File: src/rtl/exc_state_pkg.sv
package exc_state_pkg;

    typedef enum logic [2:0] {
        EXC_SYSRST = 3'd0,
        EXC_MCHK   = 3'd1,
        EXC_EXTINT = 3'd2,
        EXC_DECR   = 3'd3,
        EXC_OTHER4 = 3'd4,
        EXC_OTHER5 = 3'd5,
        EXC_OTHER6 = 3'd6,
        EXC_OTHER7 = 3'd7
    } exc_kind_e;

    typedef enum logic [2:0] {
        SPR_OP_NONE,
        SPR_OP_EN_ALL,
        SPR_OP_DIS_EXT,
        SPR_OP_NONRECOV,
        SPR_OP_SAVE_PC,
        SPR_OP_SAVE_ST
    } spr_op_e;

endpackage

File: src/rtl/exc_kind_mask.sv
module exc_kind_mask
    import exc_state_pkg::*;
(
    input  exc_kind_e kind_i,
    output logic      clr_ext_o,
    output logic      clr_mchk_o
);

    always_comb begin
        clr_ext_o  = 1'b0;
        clr_mchk_o = 1'b0;
        unique case (kind_i)
            EXC_SYSRST, EXC_MCHK:  clr_mchk_o = 1'b1;
            EXC_EXTINT, EXC_DECR:  clr_ext_o  = 1'b1;
            default: ;
        endcase
    end

endmodule

File: src/rtl/exc_spr_decode.sv
module exc_spr_decode
    import exc_state_pkg::*;
#(
    parameter int SPR_W        = 10,
    parameter int SPR_EN_ALL   = 80,
    parameter int SPR_DIS_EXT  = 81,
    parameter int SPR_NONRECOV = 82,
    parameter int SPR_SAVE_PC  = 26,
    parameter int SPR_SAVE_ST  = 27
) (
    input  logic             we_i,
    input  logic             re_i,
    input  logic [SPR_W-1:0] num_i,
    output spr_op_e          op_o,
    output logic             rd_trap_o
);

    localparam logic [SPR_W-1:0] N_EN_ALL   = SPR_W'(SPR_EN_ALL);
    localparam logic [SPR_W-1:0] N_DIS_EXT  = SPR_W'(SPR_DIS_EXT);
    localparam logic [SPR_W-1:0] N_NONRECOV = SPR_W'(SPR_NONRECOV);
    localparam logic [SPR_W-1:0] N_SAVE_PC  = SPR_W'(SPR_SAVE_PC);
    localparam logic [SPR_W-1:0] N_SAVE_ST  = SPR_W'(SPR_SAVE_ST);

    logic is_shortcut;

    always_comb begin
        is_shortcut = (num_i == N_EN_ALL) || (num_i == N_DIS_EXT) ||
                      (num_i == N_NONRECOV);
        rd_trap_o   = re_i && is_shortcut;

        op_o = SPR_OP_NONE;
        if (we_i) begin
            if (num_i == N_EN_ALL)        op_o = SPR_OP_EN_ALL;
            else if (num_i == N_DIS_EXT)  op_o = SPR_OP_DIS_EXT;
            else if (num_i == N_NONRECOV) op_o = SPR_OP_NONRECOV;
            else if (num_i == N_SAVE_PC)  op_o = SPR_OP_SAVE_PC;
            else if (num_i == N_SAVE_ST)  op_o = SPR_OP_SAVE_ST;
        end
    end

endmodule

File: src/rtl/exc_bit_pack.sv
module exc_bit_pack #(
    parameter int XLEN     = 32,
    parameter int EXT_POS  = 15,
    parameter int MCHK_POS = 12,
    parameter int REC_POS  = 1
) (
    input  logic            ext_i,
    input  logic            mchk_i,
    input  logic            rec_i,
    output logic [XLEN-1:0] word_o
);

    always_comb begin
        word_o           = '0;
        word_o[EXT_POS]  = ext_i;
        word_o[MCHK_POS] = mchk_i;
        word_o[REC_POS]  = rec_i;
    end

endmodule

File: src/rtl/exc_bit_unpack.sv
module exc_bit_unpack #(
    parameter int XLEN     = 32,
    parameter int EXT_POS  = 15,
    parameter int MCHK_POS = 12,
    parameter int REC_POS  = 1
) (
    input  logic [XLEN-1:0] word_i,
    output logic            ext_o,
    output logic            mchk_o,
    output logic            rec_o
);

    logic unused_bits;

    assign ext_o       = word_i[EXT_POS];
    assign mchk_o      = word_i[MCHK_POS];
    assign rec_o       = word_i[REC_POS];
    assign unused_bits = ^word_i;

endmodule

File: src/rtl/exc_state_unit.sv
module exc_state_unit
    import exc_state_pkg::*;
#(
    parameter int XLEN         = 32,
    parameter int SPR_W        = 10,
    parameter int EXT_POS      = 15,
    parameter int MCHK_POS     = 12,
    parameter int REC_POS      = 1,
    parameter int SPR_EN_ALL   = 80,
    parameter int SPR_DIS_EXT  = 81,
    parameter int SPR_NONRECOV = 82,
    parameter int SPR_SAVE_PC  = 26,
    parameter int SPR_SAVE_ST  = 27
) (
    input  logic             clk,
    input  logic             rst_n,
    input  logic             exc_take_i,
    input  logic [2:0]       exc_kind_i,
    input  logic [XLEN-1:0]  exc_pc_i,
    input  logic             rfi_i,
    input  logic             st_we_i,
    input  logic [XLEN-1:0]  st_wdata_i,
    input  logic             spr_we_i,
    input  logic             spr_re_i,
    input  logic [SPR_W-1:0] spr_num_i,
    input  logic [XLEN-1:0]  spr_wdata_i,
    output logic             ext_en_o,
    output logic             mchk_en_o,
    output logic             recov_o,
    output logic [XLEN-1:0]  save_pc_o,
    output logic [XLEN-1:0]  save_st_o,
    output logic             emu_trap_o
);

    typedef struct packed {
        logic [XLEN-1:0] save_pc;
        logic [XLEN-1:0] save_st;
        logic            ext_en;
        logic            mchk_en;
        logic            recov;
        logic            emu_trap;
    } unit_state_t;

    unit_state_t st_d, st_q;

    logic            clr_ext, clr_mchk;
    spr_op_e         spr_op;
    logic            rd_trap;
    logic [XLEN-1:0] snap_word;
    logic            sv_ext, sv_mchk, sv_rec;
    logic            wr_ext, wr_mchk, wr_rec;

    exc_kind_mask u_kind (
        .kind_i     (exc_kind_e'(exc_kind_i)),
        .clr_ext_o  (clr_ext),
        .clr_mchk_o (clr_mchk)
    );

    exc_spr_decode #(
        .SPR_W        (SPR_W),
        .SPR_EN_ALL   (SPR_EN_ALL),
        .SPR_DIS_EXT  (SPR_DIS_EXT),
        .SPR_NONRECOV (SPR_NONRECOV),
        .SPR_SAVE_PC  (SPR_SAVE_PC),
        .SPR_SAVE_ST  (SPR_SAVE_ST)
    ) u_spr (
        .we_i      (spr_we_i),
        .re_i      (spr_re_i),
        .num_i     (spr_num_i),
        .op_o      (spr_op),
        .rd_trap_o (rd_trap)
    );

    exc_bit_pack #(
        .XLEN(XLEN), .EXT_POS(EXT_POS), .MCHK_POS(MCHK_POS), .REC_POS(REC_POS)
    ) u_snap (
        .ext_i  (st_q.ext_en),
        .mchk_i (st_q.mchk_en),
        .rec_i  (st_q.recov),
        .word_o (snap_word)
    );

    exc_bit_unpack #(
        .XLEN(XLEN), .EXT_POS(EXT_POS), .MCHK_POS(MCHK_POS), .REC_POS(REC_POS)
    ) u_restore (
        .word_i (st_q.save_st),
        .ext_o  (sv_ext),
        .mchk_o (sv_mchk),
        .rec_o  (sv_rec)
    );

    exc_bit_unpack #(
        .XLEN(XLEN), .EXT_POS(EXT_POS), .MCHK_POS(MCHK_POS), .REC_POS(REC_POS)
    ) u_stwr (
        .word_i (st_wdata_i),
        .ext_o  (wr_ext),
        .mchk_o (wr_mchk),
        .rec_o  (wr_rec)
    );

    // Next-state: entry > return > state-word write > special-register write
    always_comb begin
        st_d          = st_q;
        st_d.emu_trap = 1'b0;
        if (exc_take_i) begin
            st_d.save_pc = exc_pc_i;
            st_d.save_st = snap_word;
            st_d.recov   = 1'b0;
            if (clr_ext)  st_d.ext_en  = 1'b0;
            if (clr_mchk) st_d.mchk_en = 1'b0;
        end else begin
            st_d.emu_trap = rd_trap;
            if (rfi_i) begin
                st_d.ext_en  = sv_ext;
                st_d.mchk_en = sv_mchk;
                st_d.recov   = sv_rec;
            end else if (st_we_i) begin
                st_d.ext_en  = wr_ext;
                st_d.mchk_en = wr_mchk;
                st_d.recov   = wr_rec;
            end else begin
                unique case (spr_op)
                    SPR_OP_EN_ALL: begin
                        st_d.ext_en = 1'b1;
                        st_d.recov  = 1'b1;
                    end
                    SPR_OP_DIS_EXT: begin
                        st_d.ext_en = 1'b0;
                        st_d.recov  = 1'b1;
                    end
                    SPR_OP_NONRECOV: begin
                        st_d.ext_en = 1'b0;
                        st_d.recov  = 1'b0;
                    end
                    SPR_OP_SAVE_PC: st_d.save_pc = spr_wdata_i;
                    SPR_OP_SAVE_ST: st_d.save_st = spr_wdata_i;
                    default: ;
                endcase
            end
        end
    end

    always_ff @(posedge clk or negedge rst_n) begin
        if (!rst_n) st_q <= '0;
        else        st_q <= st_d;
    end

    assign ext_en_o   = st_q.ext_en;
    assign mchk_en_o  = st_q.mchk_en;
    assign recov_o    = st_q.recov;
    assign save_pc_o  = st_q.save_pc;
    assign save_st_o  = st_q.save_st;
    assign emu_trap_o = st_q.emu_trap;

endmodule

File: config.mk
export PLATFORM = sky130hd
export DESIGN_NAME = exc_state_unit
export DESIGN_NICKNAME = d
export VERILOG_FILES = /design/src/rtl/exc_state_pkg.sv /design/src/rtl/exc_kind_mask.sv /design/src/rtl/exc_spr_decode.sv /design/src/rtl/exc_bit_pack.sv /design/src/rtl/exc_bit_unpack.sv /design/src/rtl/exc_state_unit.sv
export SDC_FILE = /design/constraint.sdc
export NUM_CORES = 1
export LEC_CHECK = 0
export ABC_CLOCK_PERIOD_IN_PS = 1100
export CORE_UTILIZATION = 57
export CTS_CLUSTER_SIZE = 16
export DETAILED_ROUTE_END_ITERATION = 8
export DONT_BUFFER_PORTS = 1
export PLACE_DENSITY = 0.86
export SLEW_MARGIN = 25
export SYNTH_ARGS = -nofsm -noshare
export SYNTH_HDL_FRONTEND = slang
export SYNTH_SLANG_ARGS = --single-unit
export TNS_END_PERCENT = 5
File: constraint.sdc
create_clock -name clk -period 1.1 [get_ports clk]
set_clock_uncertainty 0.15 [all_clocks]
set_input_delay 0.33 -clock clk [delete_from_list [all_inputs] [get_ports clk]]
set_output_delay 0.33 -clock clk [all_outputs]
set_load 0.01 [all_outputs]
Word-level counts from Yosys, hierarchy flattened
Cells that the tools add are included.
{"block": "totals", "register_bits": 68, "inputBits": 116, "elab_cells": 62}
{"block": "classes", "eq_ne": 17, "n_mux": 22, "n_reduce_logical": 17}
{"op": "64-bit 2-to-1 mux", "n": 2}
{"op": "67-bit 2-to-1 mux", "n": 1}
{"op": "32-bit 2-to-1 mux", "n": 2}
{"op": "10-bit by 7-bit equality test with 1-bit output, second input constant", "n": 3}
{"op": "3-bit 2-to-1 mux", "n": 7}
{"op": "10-bit by 5-bit equality test with 1-bit output, second input constant", "n": 2}
{"op": "3-bit by 2-bit equality test with 1-bit output, second input constant", "n": 4}
{"op": "5-bit nonzero test", "n": 2}
{"op": "1-bit 2-to-1 mux", "n": 8}
{"op": "2-bit OR reduction", "n": 4}
{"op": "3-bit by 1-bit equality test with 1-bit output, second input constant", "n": 2}
{"op": "3-bit equality test, second input constant", "n": 2}
{"op": "3-bit AND reduction", "n": 2}
{"op": "2-bit by 1-bit inequality test with 1-bit output, second input constant", "n": 2}
{"op": "2-bit inequality test, second input constant", "n": 2}
{"op": "1-bit case mux with 2 select lines", "n": 2}
{"op": "2-bit AND reduction", "n": 2}
{"op": "2-bit nonzero test", "n": 2}
{"op": "3-bit logical NOT", "n": 1}
{"op": "3-bit nonzero test", "n": 1}
{"op": "1-bit logical OR", "n": 2}
{"op": "1-bit logical AND", "n": 1}

Depth between registers and ports, before layout
Gate-level depths: netlist (run 1).
{"block": "logic_depth", "depth_word": 13, "mapped_depth": 7}

Modules after synthesis
A second synthesis (run 1) with hierarchy kept.
{"block": "hier_totals", "cells_unflattened": 366, "hier_area_um2": 3881.2}
{"module": "exc_state_unit", "n_inst": 1, "cells_each": 312, "area_per_inst_um2": 3469.6, "seq_area_each_um2": 1701.6}
{"module": "exc_bit_pack", "n_inst": 1, "cells_each": 33, "area_per_inst_um2": 244.0, "seq_area_each_um2": 0.0}
{"module": "exc_spr_decode", "n_inst": 1, "cells_each": 13, "area_per_inst_um2": 110.1, "seq_area_each_um2": 0.0}
{"module": "exc_bit_unpack", "n_inst": 2, "cells_each": 3, "area_per_inst_um2": 22.5, "seq_area_each_um2": 0.0}
{"module": "exc_kind_mask", "n_inst": 1, "cells_each": 2, "area_per_inst_um2": 12.5, "seq_area_each_um2": 0.0}

Worst setup path after synthesis (run 1)
Ideal clock, no wire load.
{"block": "synth_timing", "kind": "input-to-reg", "from": "input port spr_num_i[9]", "to": "register st_q, in the netlist save_pc_o[10]", "setup_time_ns": 0.123, "arrival_time_ns": 1.667, "t_required_ns": 0.827, "path_slack_ns": -0.840, "path_stages": 5, "path_cell_list": "or4b_4 > or4_4 > buf_6 > o21ai_1 > a21oi_1"}
{"block": "synth_between", "elab_chain_cells": 10, "word_cells_on_any_way": 14, "cone_classes": "eq/ne: 6; mux: 6; reduce/logical: 2"}
{"element": "start: declaration", "line": "exc_state_unit.sv:25", "rtl": "input logic [SPR_W-1:0] spr_num_i,"}
{"element": "10-bit by 5-bit equality test with 1-bit output", "line": "exc_spr_decode.sv:37", "rtl": "else if (num_i == N_SAVE_ST) op_o = SPR_OP_SAVE_ST;"}
{"element": "3-bit 2-to-1 mux", "line": "exc_spr_decode.sv:37"}
{"element": "3-bit 2-to-1 mux", "line": "exc_spr_decode.sv:36", "rtl": "else if (num_i == N_SAVE_PC) op_o = SPR_OP_SAVE_PC;"}
{"element": "3-bit 2-to-1 mux", "line": "exc_spr_decode.sv:35", "rtl": "else if (num_i == N_NONRECOV) op_o = SPR_OP_NONRECOV;"}
{"element": "3-bit 2-to-1 mux", "line": "exc_spr_decode.sv:34", "rtl": "else if (num_i == N_DIS_EXT) op_o = SPR_OP_DIS_EXT;"}
{"element": "3-bit 2-to-1 mux (*)", "line": "exc_spr_decode.sv:33", "rtl": "if (num_i == N_EN_ALL) op_o = SPR_OP_EN_ALL;"}
{"element": "3-bit 2-to-1 mux (*)", "line": "exc_spr_decode.sv:32", "rtl": "if (we_i) begin"}
{"element": "3-bit equality test (*)", "line": "exc_state_unit.sv:122", "rtl": "unique case (spr_op)"}
{"element": "2-bit nonzero test (no source line) (*)"}
{"element": "3-bit AND reduction (no source line) (*)"}
{"element": "end signal: assignment", "line": "exc_state_unit.sv:145", "rtl": "else st_q <= st_d;"}
{"element": "end: declaration", "line": "exc_state_unit.sv:44", "rtl": "unit_state_t st_d, st_q;"}
Mark *: on every way between the ends. The rest lies on a longest branch, timed or not.
A chain may end at the register's enable or synchronous reset.

Final worst setup path (run 1)
{"block": "layout_timing", "from": "input port spr_num_i[9]", "to": "register st_q, in the netlist recov_o"}
{"block": "layout_between", "elab_chain_cells": 13, "word_cells_on_any_way": 20, "cone_classes": "eq/ne: 8; mux: 10; reduce/logical: 2"}
{"element": "10-bit by 5-bit equality test with 1-bit output", "line": "exc_spr_decode.sv:37"}
{"element": "3-bit 2-to-1 mux", "line": "exc_spr_decode.sv:37"}
{"element": "3-bit 2-to-1 mux", "line": "exc_spr_decode.sv:36"}
{"element": "3-bit 2-to-1 mux", "line": "exc_spr_decode.sv:35"}
{"element": "3-bit 2-to-1 mux", "line": "exc_spr_decode.sv:34"}
{"element": "3-bit 2-to-1 mux (*)", "line": "exc_spr_decode.sv:33"}
{"element": "3-bit 2-to-1 mux (*)", "line": "exc_spr_decode.sv:32"}
{"element": "3-bit by 2-bit equality test with 1-bit output / 3-bit by 1-bit equality test with 1-bit output (equally long branches)", "line": "exc_state_unit.sv:122"}
{"element": "2-bit OR reduction (no source line)"}
{"element": "1-bit case mux with 2 select lines", "line": "exc_state_unit.sv:122"}
{"element": "1-bit 2-to-1 mux", "line": "exc_state_unit.sv:117", "rtl": "end else if (st_we_i) begin"}
{"element": "3-bit 2-to-1 mux", "line": "exc_state_unit.sv:113", "rtl": "if (rfi_i) begin"}
{"element": "67-bit 2-to-1 mux", "line": "exc_state_unit.sv:105", "rtl": "if (exc_take_i) begin"}
Marks and branches as above.

==> results of run 1 <==
## cells in the final DEF, fill, tap and decap left out, drive strengths merged, types with 2 or more instances in the layout
| cell type | instances |
|---|---|
| nor3 | 2 |
| and4 | 2 |
| nor2b | 35 |
| dfrtp | 68 |
| nand3 | 4 |
| mux2i | 2 |
| nor4 | 2 |
| dlygate4sd3 | 17 |
| bufinv | 2 |
| clkbuf | 13 |
| nand2 | 64 |
| and2 | 2 |
| nor3b | 3 |
| o21ai | 34 |
| a31oi | 32 |
| nand3b | 6 |
| buf | 25 |
| a21oi | 62 |
## what timing repair did
action / 4_1_cts / 5_1_grt
hold buffers: 13 / 4
cloned: 1 / 1
resized for setup: 13 / 24
endpoints found under the hold margin: 114 / 106
setup buffers: 3 / 2
pin swaps: 1 / 16
endpoints found under the setup margin: 134 / 135
## cell type report
class,count,area share
multi-input combinational,264,0.381
clock inverter,4,0.0180
timing repair buffer,43,0.119
inverter,1,0.000932
sequential,68,0.422
clock buffer,12,0.0360
tap,72,0.0224
## how the worst max path moves through the flow
stage / endpoint / cells past startpoint / slack [ns]
detailed placement: save_pc_o[5] / 6 / -0.95
global placement: save_pc_o[8] / 6 / -0.90
global route: recov_o / 7 / -0.67
CTS: save_pc_o[18] / 7 / -0.54
floorplan: save_pc_o[10] / 5 / -0.84
finish: recov_o / 7 / -0.62
## report_power, final
group	switching [mW]	total, mW	internal (mW)
logic	0.177	0.428	0.252
clock network	0.936	2.27	1.34
registers	0.168	2.80	2.63
## cell families after synthesis
group | Yosys count
buffers and inverters | 38
and+or+nand+nor | 128
DFF | 68
xor gates and xnor gates | 1
muxes | 3
AOI/OAI and AO/OA | 132
## cells in the mapped netlist, drive strengths merged
cell,number,share of area
a311oi,1,0.0026
or4b,1,0.0041
and4,2,0.0053
nor4b,1,0.0026
nor3b,3,0.0068
a41o,1,0.0030
clkbuf,23,0.026
nor3,2,0.0030
nor2,1,0.0011
nand3,4,0.0060
or4,1,0.0034
inv,1,0.0011
or3,1,0.0019
a31oi,32,0.060
xor2,1,0.0026
o21ai,34,0.053
nand2b,1,0.0019
mux2,1,0.0034
a21oi,62,0.093
and4bb,1,0.0038
nand4,1,0.0019
nand3b,6,0.014
dfrtp,68,0.51
buf,14,0.029
nor2b,35,0.066
mux2i,2,0.0060
nor4,2,0.0083
a32o,1,0.0030
o211ai,1,0.0023
nand2,64,0.072
and2,2,0.0038
## metal layers
layer | wire, um | global-route usage | up-vias
li1 | - | - | 1333
met1 | 3470 | 0.361 | 1445
met5 | 0 | 0 | -
met2 | 4820 | 0.500 | 167
met4 | 229 | 0.139 | 0
met3 | 845 | 0.0907 | 27
## worst reg2reg max path: stages (launching register included)
cell      delay [ns]
dfrtp_1         0.39
mux2i_1         0.13
a311oi_1        0.07
mux2_4          0.27
## registers in the layout, indices dropped and copies added, names as in the netlist
signal and cells:
save_pc_o 32, save_st_o 32, emu_trap_o 1, ext_en_o 1, mchk_en_o 1, recov_o 1
## per-stage QoR
step	area, sq um	utilization
2_1_floorplan	3340	-
3_3_place_gp	3420	0.614
3_5_place_dp	3420	0.614
4_1_cts	3840	0.689
5_1_grt	4030	0.723
6_report	4030	0.723
==> impl_results.md, run 1 <==
- Status: finished, violations left
- Violated checks: negative hold slack, negative setup slack
- Share of cells above drive strength 1: 0.161
- Mux contribution to synthesized area: 0.00938
- Crit Path Max Fanout: 3
- Yosys reg bits: 68
- Die Ht: 78.5 um
- Starting DRC count in detailed routing: 205
- Max-slew headroom: 0.779
- Worst path max stage delay: 0.53 ns
- Post-Route Setup TNS: -38.44 ns
- WL final: between 9000 and 10000 um
- Minimum clock period after layout: 1.72 ns
- Die Width: 78.5 um
- Slowest-stage cell, CP: or4b_4
- CP most frequent cell: buf_4
- Router iterations before antenna repair: 4
- Worst skew pair latency: around 0.33 ns
- DR WL/cell: between 20 and 25 um
- ANT cells: 0
- Worst Hold Class: input pin to async pin
- F_max: ~580 MHz
- Synth Area in Compound Gates: 0.217
- R2R setup slack: -0.02 ns
- Pwr Total: 5.50 mW
- Boundary Pins: 184
- Yosys warning total: 0
- Die area: between 6000 and 7000 sq um
- Hold slack: -0.471 ns
- Crit path kind: input pin to flip-flop
- Register Area: roughly 1700 sq um
- Power per standard cell area: 1370 nW/um^2
- Post-Synth XOR/XNOR Area: 0.00263
- FP Rows: 27
- Maxcap violations: 0
- # fillers: a little over 400
- Initial antenna violation count: 0
- Vias in the first global route: 2872
- Starting Density: 0.598
- Final slew viol count: 0
- R2R cell count: 3
- Final worst setup slack: -0.624 ns
- Clock tree from TritonCTS: yes
- CP Capture Type: flip-flop
- Pin count of the biggest net entering global routing: 110
- DRC: 0
- Data arrival, critical path: 1.80 ns
- Cts bufs inserted: 9
- # port buffers: 0
- Placed cell count: roughly 420
- Core area: 5570 sq um
- GPL Wtd Cong: 0.817
- Syn nets: 486
- Root Buffer: clkbuf_8
- Antenna Nets Post-Route: 0
- CTS sink count: between 60 and 70
- Simple-gate portion of the synthesized area: 0.205
- CP startpoint: spr_num_i[9]
- GRT Residual Overflow: 0
- GR Util All Layers: 0.303
- Crit-path cells: or4b_4 -> buf_6 -> nor4_4 -> buf_4 -> buf_4 -> a311oi_1 -> mux2_4
- Dpl hpwl: approximately 5800 um
- Period utilisation layout: 1.57
- RR Startpoint: save_st_o[1]
- Leakage: 1.57 nW
- RSZ-0062 raised after global routing: true
- First-pass GRT wire length: between 10000 and 15000 um
- Placement Setup Slack: -0.947 ns
- Worst r2r dst: recov_o
- Crit path buf inv count: 3
- Via Count: 2972
- Layout Cells excl Fill: ~460
- Avg Cell Area, Syn: 9.02 sq um
- Adder-Cell Fraction of Synth Area: 0
- Vias per inst: 6.41
- Reg clk slew, reported paths: 0.07 ns
- Critical Path Start Type: input pin
- CP top delay family: simple AND/OR/NAND/NOR gates
- Seq/Total Area, Yosys: 0.510
- Required time of the critical path: 1.17 ns
- Synth unique cells: 36
- Final net count: 503
- Netlist Area Pre-Place: roughly 3300 sq um
- Endpoints failing setup: 134
- Worst Max-Slew Pin Slew: 0.327 ns
- Synthesized instance count: 370
- VDD IR-drop max: 865 uV
- Area growth, synth to finish: 20.7%
- Largest family of logic cells by synthesized area: compound AO/OA/AOI/OAI gates
- Clock tree buffer depth: 2
- H-tree depth: 3
- Multi-input gate area: 1540 sq um
- Final Hold Viols: 98
No activity file was read; power rests on OpenSTA's default activity.
==> run 2, diff against run 1 <==
--- a/config.mk
+++ b/config.mk
@@ -10,7 +10,7 @@
 export CTS_CLUSTER_SIZE = 16
 export DETAILED_ROUTE_END_ITERATION = 8
 export DONT_BUFFER_PORTS = 1
-export PLACE_DENSITY = 0.86
+export PLACE_DENSITY = 0.85
 export SLEW_MARGIN = 25
 export SYNTH_ARGS = -nofsm -noshare
 export SYNTH_HDL_FRONTEND = slang
==> run 2 against run 1 <==
Against the previous run: the run still ends with negative hold slack, negative setup slack left; register-to-register slack worse by 0.02 ns; non-clock buffer count down 20; highest routed layer unchanged; power up 3.8%; clock power up 13%; global-route usage down 2.2 points; largest cell class unchanged; combinational power down 18%; largest power group unchanged.
==> impl_results.md, run 2 (synthesis gave the netlist of run 1 again) <==
- WL final: 8560 um (-8.6%)
- DP Area: 3420 sq um (about the same)
- FP Rows: 27 (unchanged)
- GR Util All Layers: 0.281 (-0.0218)
- Required time of the critical path: 1.16 ns (about the same)
- # port buffers: 0 (unchanged)
- Final worst setup slack: -0.569 ns (+0.0548 ns)
- Vias in the first global route: 2691 (-6.3%)
- Power per standard cell area: 1520 nW/um^2 (+11%)
- Most frequent cells in the layout: dfrtp_1 (67), nand2_1 (64), a21oi_1 (61)
- Crit path buf inv count: 1 (-2)
- Die Ht: 78.5 um (unchanged)
- Vias per inst: 6.33 (-1.1%)
- Slowest-stage cell, CP: or4b_4
- Die area: 6160 sq um (unchanged)
- Via Count: 2812 (-5.4%)
- Share of cells above drive strength 1: 0.126 (-0.0344)
- CP top delay family: simple AND/OR/NAND/NOR gates
- Dpl hpwl: 5820 um (+0.43%)
- Worst Hold Class: input pin to async pin
- Root Buffer: clkbuf_8
- Met2 WL: 4330 um (-10%)
- Cts bufs inserted: 9 (unchanged)
- Top routing layer in use: met4
- Worst path max stage delay: 0.52 ns (about the same)
- DRC: 0 (unchanged)
- Crit path kind: input pin to flip-flop
- Violated checks: negative hold slack, negative setup slack
- Routed length on met3: 693 um (-18%)
- Worst Max-Slew Pin Slew: 0.338 ns (+0.0109 ns)
- Router iterations before antenna repair: 5 (+1)
- Metal-1 WL: 3390 um (-2.5%)
- DR WL/cell: 19.3 um (-4.5%)
- Crit Path Max Fanout: 20 (+17)
- Commonest non-fill, non-tap cell in the layout: dfrtp_1
- F_max: 599 MHz (+3.3%)
- Starting Density: 0.598 (unchanged)
- Hold slack: -0.462 ns (+0.00970 ns)
- Crit-path cells: or4b_4 -> or4_4 -> buf_12 -> o21ai_1 -> a21oi_1
- Minimum clock period after layout: 1.67 ns (-0.0548 ns)
- RSZ-0062 raised after global routing: true
- CTS sink count: 68 (unchanged)
- Final instance area: 3770 sq um (-6.5%)
- Status: finished, violations left
- Boundary Pins: 184 (unchanged)
- Final slew viol count: 0 (unchanged)
- Clock tree from TritonCTS: yes
- Area growth, synth to finish: 12.9%
- Leakage: 1.47 nW (-6.3%)
- Max-slew headroom: 0.774 (-0.00467)
- Critical Path Start Type: input pin
- Die Width: 78.5 um (unchanged)
- First-pass GRT wire length: 13100 um (-6.7%)
- # fillers: 461 (+14%)
- Core area: 5570 sq um (unchanged)
- Endpoints failing setup: 134 (unchanged)
- GRT Residual Overflow: 0 (unchanged)
- H-tree depth: 3 (unchanged)
- Maxcap violations: 0 (unchanged)
- Worst skew pair latency: 0.33 ns (about the same)
- Starting DRC count in detailed routing: 161 (-21%)
- Antenna Nets Post-Route: 0 (unchanged)
- ANT cells: 0 (unchanged)
- VDD IR-drop max: 846 uV (-2.1%)
- Finished Core Util: 0.676 (-0.0469)
- Reg clk slew, reported paths: 0.07 ns (about the same)
- Period utilisation layout: 1.52 (-0.0498)
- Initial antenna violation count: 0 (unchanged)
- Pin count of the biggest net entering global routing: 110 (unchanged)
- Clock tree buffer depth: 2 (unchanged)
- Data arrival, critical path: 1.73 ns (-0.07 ns)
- Final net count: 483 (-4.0%)
- GPL Wtd Cong: 0.789 (-3.4%)
- CP Capture Type: flip-flop
- Final Hold Viols: 98 (unchanged)
run 2: final cells by class:
type	instances	area, sq um	area share
tap	72	90.1	0.0239
sequential	68	1700	0.452
inverter	1	3.75	0.000997
timing repair buffer	23	246	0.0654
clock buffer	12	155	0.0412
clock inverter	4	95.1	0.0252
multi-input combinational	264	1470	0.391
run 2: path summary, 6_finish.rpt:
kind | from | end | slack, ns | cells past startpoint
max in group asynchronous | rst_n | save_pc_o[30] | 1.12 | 0
max | spr_num_i[9] | save_pc_o[22] | -0.57 | 5
max reg2reg | save_st_o[1] | recov_o | -0.04 | 3
min in group clk | exc_take_i | save_st_o[21] | -0.09 | 1
min reg2reg | save_st_o[16] | save_st_o[16] | 0.42 | 2
min | rst_n | recov_o | -0.46 | 0
run 2: power breakdown:
part | internal [mW] | switching, mW
clock network | 1.63 | 0.931
registers | 2.63 | 0.168
logic | 0.198 | 0.154
run 2: repair_timing:
item | in CTS | in global routing
endpoints found under the hold margin | 104 | 100
hold buffers | 4 | 1
endpoints found under the setup margin | 135 | 135
setup buffers | 0 | 1
gates resized for setup | 5 | 5
pin swaps | 0 | 4
run 2: metrics by stage:
step	total power, mW	cells	hold slack, ns	setup slack, ns	TNS (ns)
finish	5.71	444	-0.462	-0.569	-34.02
global route	5.90	444	-0.482	-0.600	-38.71
CTS	5.74	442	-0.476	-0.542	-34.67
detailed placement	3.17	422	-0.115	-0.894	-48.59
global placement	3.15	422	-0.114	-0.874	-46.20
floorplan	3.14	370	-0.116	-0.840	-47.01
run 2: metal layers:
metal / vias to the layer above / global-route usage
li1: 1286 / -
met3: 17 / 0.0802
met1: 1364 / 0.345
met2: 145 / 0.467
met4: 0 / 0.106
met5: - / 0
